--- config.mk ---
export PLATFORM = sky130hd
export DESIGN_NAME = framed_spi_slave
export DESIGN_NICKNAME = d
export VERILOG_FILES = /design/src/rtl/fss_pkg.sv /design/src/rtl/fss_frame_ctl.sv /design/src/rtl/fss_shift_path.sv /design/src/rtl/framed_spi_slave.sv
export SDC_FILE = /design/constraint.sdc
export NUM_CORES = 1
export LEC_CHECK = 0
export BUFFER_PORTS_ARGS = -buffer_cell sky130_fd_sc_hd__buf_2
export CAP_MARGIN = 30
export CORE_UTILIZATION = 45
export CTS_BUF_LIST = sky130_fd_sc_hd__clkbuf_8 sky130_fd_sc_hd__clkbuf_16
export DETAILED_ROUTE_END_ITERATION = 12
export MAX_ROUTING_LAYER = met4
export PLACE_DENSITY = 0.69
export SYNTH_ARGS = -nofsm -noshare
export SYNTH_HDL_FRONTEND = slang
export SYNTH_SLANG_ARGS = --single-unit
--- constraint.sdc ---
create_clock -name clk -period 1.5 [get_ports clk]
set_input_delay 0.15 -clock clk [delete_from_list [all_inputs] [get_ports clk]]
set_output_delay 0.15 -clock clk [all_outputs]
set_load 0.005 [all_outputs]
--- src/rtl/fss_pkg.sv ---
package fss_pkg;

    // Frame position of the slave.
    typedef enum logic [2:0] {
        PH_IDLE,
        PH_DIR,
        PH_ADDR,
        PH_DATA,
        PH_STAT,
        PH_HOLD
    } phase_e;

    // Operation, encoded as {direction, address} setup bits.
    typedef enum logic [1:0] {
        OP_WR  = 2'b00,
        OP_BAD = 2'b01,
        OP_RD  = 2'b10,
        OP_STS = 2'b11
    } op_e;

    // Datapath action for the coming edge.
    typedef enum logic [2:0] {
        ACT_CLEAR,
        ACT_LOAD_TX,
        ACT_LOAD_OLD,
        ACT_LOAD_STS,
        ACT_SHIFT,
        ACT_FINAL
    } act_e;

    typedef struct packed {
        act_e act;
        logic drive;       // shifted bits appear on miso
        logic status_bit;  // value of the trailing status bit
    } dp_cmd_t;

    function automatic op_e decode_setup(input logic dir, input logic addr);
        return op_e'({dir, addr});
    endfunction

    // Low bits of the buffer-status byte: {tx has data, rx full}.
    function automatic logic [1:0] status_bits(input logic rx_full, input logic tx_avail);
        return {tx_avail, rx_full};
    endfunction

endpackage

--- src/rtl/fss_frame_ctl.sv ---
module fss_frame_ctl
    import fss_pkg::*;
#(
    parameter int unsigned DATA_W = 8
) (
    input  logic    clk,
    input  logic    rst,
    input  logic    ss,
    input  logic    mosi,
    input  logic    rx_full,
    input  logic    tx_avail,
    output dp_cmd_t cmd,
    output logic    rx_push,
    output logic    tx_pop
);

    localparam int unsigned CNT_W = (DATA_W > 2) ? $clog2(DATA_W) : 1;
    localparam logic [CNT_W-1:0] LAST_BIT = CNT_W'(DATA_W - 1);

    phase_e          phase_q, phase_d;
    op_e             op_q;
    logic            dir_q;
    logic            stale_q;
    logic [CNT_W-1:0] cnt_q;
    logic            last_bit;

    assign last_bit = (phase_q == PH_DATA) && (cnt_q == LAST_BIT) && ss;

    always_comb begin
        phase_d        = phase_q;
        cmd.act        = ACT_CLEAR;
        cmd.drive      = 1'b0;
        cmd.status_bit = 1'b0;
        unique case (phase_q)
            PH_IDLE: begin
                if (ss && mosi) phase_d = PH_DIR;
            end
            PH_DIR: begin
                phase_d = ss ? PH_ADDR : PH_IDLE;
            end
            PH_ADDR: begin
                if (!ss) begin
                    phase_d = PH_IDLE;
                end else begin
                    unique case (decode_setup(dir_q, mosi))
                        OP_RD: begin
                            cmd.act = tx_avail ? ACT_LOAD_TX : ACT_LOAD_OLD;
                            phase_d = PH_DATA;
                        end
                        OP_STS: begin
                            cmd.act = ACT_LOAD_STS;
                            phase_d = PH_DATA;
                        end
                        OP_WR:   phase_d = PH_DATA;
                        default: phase_d = PH_HOLD;
                    endcase
                end
            end
            PH_DATA: begin
                if (!ss) begin
                    phase_d = PH_IDLE;
                end else if (cnt_q == LAST_BIT) begin
                    cmd.act = ACT_FINAL;
                    unique case (op_q)
                        OP_WR:   cmd.status_bit = rx_full;
                        OP_RD:   cmd.status_bit = stale_q;
                        default: cmd.status_bit = 1'b0;
                    endcase
                    phase_d = PH_STAT;
                end else begin
                    cmd.act   = ACT_SHIFT;
                    cmd.drive = (op_q != OP_WR);
                end
            end
            PH_STAT: begin
                if (!ss || op_q == OP_STS) phase_d = PH_IDLE;
                else                       phase_d = PH_HOLD;
            end
            PH_HOLD: begin
                if (!ss) phase_d = PH_IDLE;
            end
            default: phase_d = PH_IDLE;
        endcase
    end

    assign rx_push = last_bit && (op_q == OP_WR) && !rx_full;
    assign tx_pop  = last_bit && (op_q == OP_RD) && !stale_q;

    always_ff @(posedge clk) begin
        if (rst) begin
            phase_q <= PH_IDLE;
            op_q    <= OP_BAD;
            dir_q   <= 1'b0;
            stale_q <= 1'b0;
            cnt_q   <= '0;
        end else begin
            phase_q <= phase_d;
            if (phase_q == PH_DIR) dir_q <= mosi;
            if (phase_q == PH_ADDR) begin
                op_q    <= decode_setup(dir_q, mosi);
                stale_q <= !tx_avail;
                cnt_q   <= '0;
            end
            if (phase_q == PH_DATA) cnt_q <= cnt_q + 1'b1;
        end
    end

endmodule

--- src/rtl/fss_shift_path.sv ---
module fss_shift_path
    import fss_pkg::*;
#(
    parameter int unsigned DATA_W = 8
) (
    input  logic              clk,
    input  logic              rst,
    input  dp_cmd_t           cmd,
    input  logic              mosi,
    input  logic              rx_full,
    input  logic              tx_avail,
    input  logic [DATA_W-1:0] tx_data,
    output logic              miso,
    output logic [DATA_W-1:0] rx_data
);

    localparam int unsigned MSB = DATA_W - 1;
    localparam int unsigned PAD = DATA_W - 2;

    logic [DATA_W-1:0] shreg_q;
    logic [DATA_W-1:0] old_q;
    logic [DATA_W-1:0] sts_word;
    logic              miso_q;

    generate
        if (PAD > 0) begin : g_pad
            assign sts_word = {{PAD{1'b0}}, status_bits(rx_full, tx_avail)};
        end else begin : g_nopad
            assign sts_word = status_bits(rx_full, tx_avail);
        end
    endgenerate

    assign rx_data = {shreg_q[MSB-1:0], mosi};
    assign miso    = miso_q;

    always_ff @(posedge clk) begin
        if (rst) begin
            shreg_q <= '0;
            old_q   <= '0;
            miso_q  <= 1'b0;
        end else begin
            unique case (cmd.act)
                ACT_LOAD_TX: begin
                    shreg_q <= tx_data;
                    old_q   <= tx_data;
                    miso_q  <= tx_data[MSB];
                end
                ACT_LOAD_OLD: begin
                    shreg_q <= old_q;
                    miso_q  <= old_q[MSB];
                end
                ACT_LOAD_STS: begin
                    shreg_q <= sts_word;
                    miso_q  <= sts_word[MSB];
                end
                ACT_SHIFT: begin
                    shreg_q <= {shreg_q[MSB-1:0], mosi};
                    miso_q  <= cmd.drive & shreg_q[MSB-1];
                end
                ACT_FINAL: begin
                    miso_q  <= cmd.status_bit;
                end
                default: begin
                    miso_q  <= 1'b0;
                end
            endcase
        end
    end

endmodule

--- src/rtl/framed_spi_slave.sv ---
module framed_spi_slave
    import fss_pkg::*;
#(
    parameter int unsigned DATA_W = 8
) (
    input  logic              clk,
    input  logic              rst,
    input  logic              ss,
    input  logic              mosi,
    output logic              miso,
    output logic              rx_push,
    output logic [DATA_W-1:0] rx_data,
    input  logic              rx_full,
    output logic              tx_pop,
    input  logic [DATA_W-1:0] tx_data,
    input  logic              tx_avail
);

    dp_cmd_t cmd;

    fss_frame_ctl #(.DATA_W(DATA_W)) u_ctl (
        .clk      (clk),
        .rst      (rst),
        .ss       (ss),
        .mosi     (mosi),
        .rx_full  (rx_full),
        .tx_avail (tx_avail),
        .cmd      (cmd),
        .rx_push  (rx_push),
        .tx_pop   (tx_pop)
    );

    fss_shift_path #(.DATA_W(DATA_W)) u_path (
        .clk      (clk),
        .rst      (rst),
        .cmd      (cmd),
        .mosi     (mosi),
        .rx_full  (rx_full),
        .tx_avail (tx_avail),
        .tx_data  (tx_data),
        .miso     (miso),
        .rx_data  (rx_data)
    );

endmodule

==> reports/results.tsv <==
stage	metric	value	unit
timing	slew_viol_final	0	
floorplanning	dieHeight	56.4	µm
routing	via_count	1305	
synth	yosysUniqueCellTypes	40	
timing	setup_ws	-76.3	ps
final_layout	drive_gt1_frac	0.374	
timing	tns	-128	ps
floorplanning	fp.coreArea	2780	µm²
final_layout	final_nets	212	
synth	avgSynthCellArea	8.76	µm²
critical_path	start_kind	flip-flop	
critical_path	reg2reg_from	u_ctl.phase_q[2]$_SDFFE_PP0P_	
synth	synth-edff-count	0	
global_route	grt_pass1_vias	1251	
synth	synthFlopType	dfxtp_1	
worst_hold_path	whs_endpoint	u_path.old_q[3]$_SDFFE_PP0N_	
timing	rsz0062_at_grt	yes	
global_route	grt_pass1_wl	5510	µm
final_layout	final_cells	226	
synth	ys_async_sr_fraction	0	
floorplanning	die-width	56.4	µm
synth	synth_seq_area_share	0.391	
clock_network	clock_sinks	26	
timing	worst_pin_slew	480	ps
clock_network	ctsHoldBuffers	0	
placement	hpwl	2300	µm
floorplanning	die_area	3180	µm²
clock_network	cts_tree	done	
routing	drtIter0Drc	38	
clock_network	cts_buffer_depth	2	
synth	syn-cell-area	1330	µm²
synth	synth_top_area_cell	dfxtp_1	
critical_path	regToRegSetupSlack	-30	ps
status	status	complete, but fails checks	
worst_hold_path	hold_path_class	input port to flip-flop	
critical_path	cp.arrival	1430	ps
placement	dpl.cell_count	214	
synth	ys_top_cells_by_area	dfxtp_1 39%, mux2i_1 7.5%, nand2_1 5.1%	
synth	ys_seq_elements	26	
floorplanning	initial_core_util	0.479	
power_and_ir_drop	peakVddDrop	0.692	mV
routing	drt-total-wl	3420	µm
clock_network	clk_latency	270	ps
critical_path	reg2reg_depth	5	
synth	yosys.area.top_type_share	0.391	
clock_network	numCtsBuffers	3	
global_route	overflow	0	
global_route	grt_antenna_before_repair	0	
final_layout	diodes	0	
final_layout	n_fill_cell	208	
timing	max_freq	634	MHz
clock_network	clk_pin_slew_worst_paths	90	ps
status	violations	setup timing	
placement	numPortBuffers	24	
job	drv_cap	0	
power_and_ir_drop	power	0.00139	W
clock_network	cts_root_buf	clkbuf_8	
routing	drc	0	
clock_network	h-tree-depth	1	
power_and_ir_drop	p_leak	0.685	nW
placement	pre_cts_slack	-74.4	ps
global_route	grtUsageTotal	0.222	
routing	via_per_inst	5.77	
timing	fin_skew	5.53	ps
worst_hold_path	worstHoldPathCells	3	
critical_path	critical_path.max_fanout	5	
critical_path	crit_type	flip-flop to output pin	
routing	firstDrtPassIters	4	
power_and_ir_drop	cellPowerDensity	769	nW/µm²
timing	period_needed	1580	ps
timing	slew_headroom	0.680	
routing	wire_per_inst	15.1	µm
worst_hold_path	hold_start	tx_data[3]	
timing	setup_viol	3	
routing	antenna_left	0	
critical_path	endpoint_kind	output pin	
timing	hold_viol_final	0	
synth	syn-num-nets	168	
placement	place_congestion	0.841	
floorplanning	rows	19	
final_layout	syn_to_final_growth	35.4	%
global_route	grt_max_degree	25	
floorplanning	ioPinCount	25	
synth	ys_warn_count	0	
critical_path	r2r_end	u_path.shreg_q[3]$_SDFFE_PP0P_	
timing	fin_crit_sh	1.05	
critical_path	required	1350	ps
synth	synth_cells	152	
==> layer usage <==
metal  vias up  GRT usage  wire (µm)
met5         -          -          0
met4         0     0.0732         44
li1        634          -          -
met2        44      0.344       1590
met3         5     0.0323        181
met1       622      0.300       1600
==> synth_stat cells (2+ instances only) <==
master / count
a211oi_1: 3
a21o_1: 2
a21oi_1: 5
a221oi_1: 6
and2_1: 6
buf_6: 2
clkbuf_1: 3
dfxtp_1: 26
ha_1: 2
inv_1: 9
mux2i_1: 10
nand2_1: 18
nand2b_1: 4
nand3_1: 5
nand3b_1: 2
nor2_1: 14
nor2b_1: 2
nor3_1: 3
o21ai_0: 4
o22ai_1: 6
==> kinds of logic (layout without fill, tap and decap cells) <==
| logic type | count (synthesis) | count (layout) | share of synthesized area |
|---|---|---|---|
| compound gates | 36 | 36 | 0.200 |
| fa+ha+maj | 2 | 2 | 0.0188 |
| buf+inv | 16 | 59 | 0.0601 |
| flops | 26 | 26 | 0.391 |
| mux | 10 | 10 | 0.0752 |
| simple gates | 62 | 62 | 0.255 |
==> where the power goes <==
part	internal (W)	total (W)	switching, W
logic	0.0000436	0.000106	0.0000629
clock network	0.000357	0.000582	0.000225
registers	0.000693	0.000699	0.00000554
==> layout by cell type, fill, tap and decap left out, types with 2 or more instances in the layout <==
cell and n:
ha_4 2, nand2b_1 4, a21o_1 2, a221oi_2 4, a211oi_1 3, nor2_1 14, dfxtp_1 22, dfxtp_2 3
nand3_1 4, buf_6 5, inv_1 9, and2_1 6, nor3_1 2, nand2_2 2, o22ai_1 5, nor2b_1 2
a21oi_1 5, nand3b_1 2, o21ai_0 4, buf_2 25, a221oi_1 3, nand2_1 15, mux2i_1 10, clkbuf_8 3
buf_4 16
==> timing repair <==
action | 4_1_cts | 5_1_grt
setup endpoints to repair | 15 | 18
endpoints found under the hold margin | 0 | 0
buffers inserted | 2 | 5
resized for setup | 15 | 13
gates cloned | 0 | 1
pin swaps | 4 | 7
==> registers in the layout (all words and copies together), names as in the netlist <==
signal          count
u_path.old_q        8
u_ctl.op_q          2
u_path.miso         1
u_ctl.cnt_q         3
u_path.shreg_q      7
u_ctl.stale_q       1
u_ctl.dir_q         1
u_ctl.phase_q       3
==> critical path: stages (launching register included) <==
cell and delay, ps:
dfxtp_2 360, buf_6 110, and4b_2 250, nand3b_1 130, nor3b_2 170, buf_2 130
==> worst max path at each step <==
stage	startpoint	to	slack (ps)	cells past startpoint
final	u_ctl.phase_q[1]$_SDFFE_PP0P_	tx_pop	-80	5
after global routing	u_ctl.cnt_q[1]$_SDFFE_PP0N_	tx_pop	-130	6
after CTS	u_ctl.cnt_q[1]$_SDFFE_PP0N_	tx_pop	-90	6
after detailed placement	u_ctl.cnt_q[0]$_SDFFE_PP0N_	u_path.shreg_q[2]$_SDFFE_PP0P_	-70	6
after global placement	u_ctl.phase_q[2]$_SDFFE_PP0P_	u_path.shreg_q[6]$_SDFFE_PP0P_	-70	4
after floorplan	u_ctl.phase_q[2]$_SDFFE_PP0P_	u_path.shreg_q[6]$_SDFFE_PP0P_	20	5
==> through the flow <==
stage / util / area (µm²) / hold slack, ps
4_1_cts: 0.613 / 1700 / 125
3_5_place_dp: 0.559 / 1560 / 412
2_1_floorplan: - / 1340 / 229
3_3_place_gp: 0.559 / 1560 / 398
5_1_grt: 0.648 / 1800 / 159
6_report: 0.648 / 1800 / 118
==> area by class of cell <==
type / instances / area (µm²) / area share
Clock inverter: 1 / 30.0 / 0.0167
Tap cell: 31 / 38.8 / 0.0215
Multi-Input combinational cell: 110 / 830 / 0.460
Clock buffer: 3 / 41.3 / 0.0229
Timing Repair Buffer: 46 / 302 / 0.167
Inverter: 9 / 33.8 / 0.0187
Sequential cell: 26 / 528 / 0.293
No activity file was read; power rests on OpenSTA's default activity.
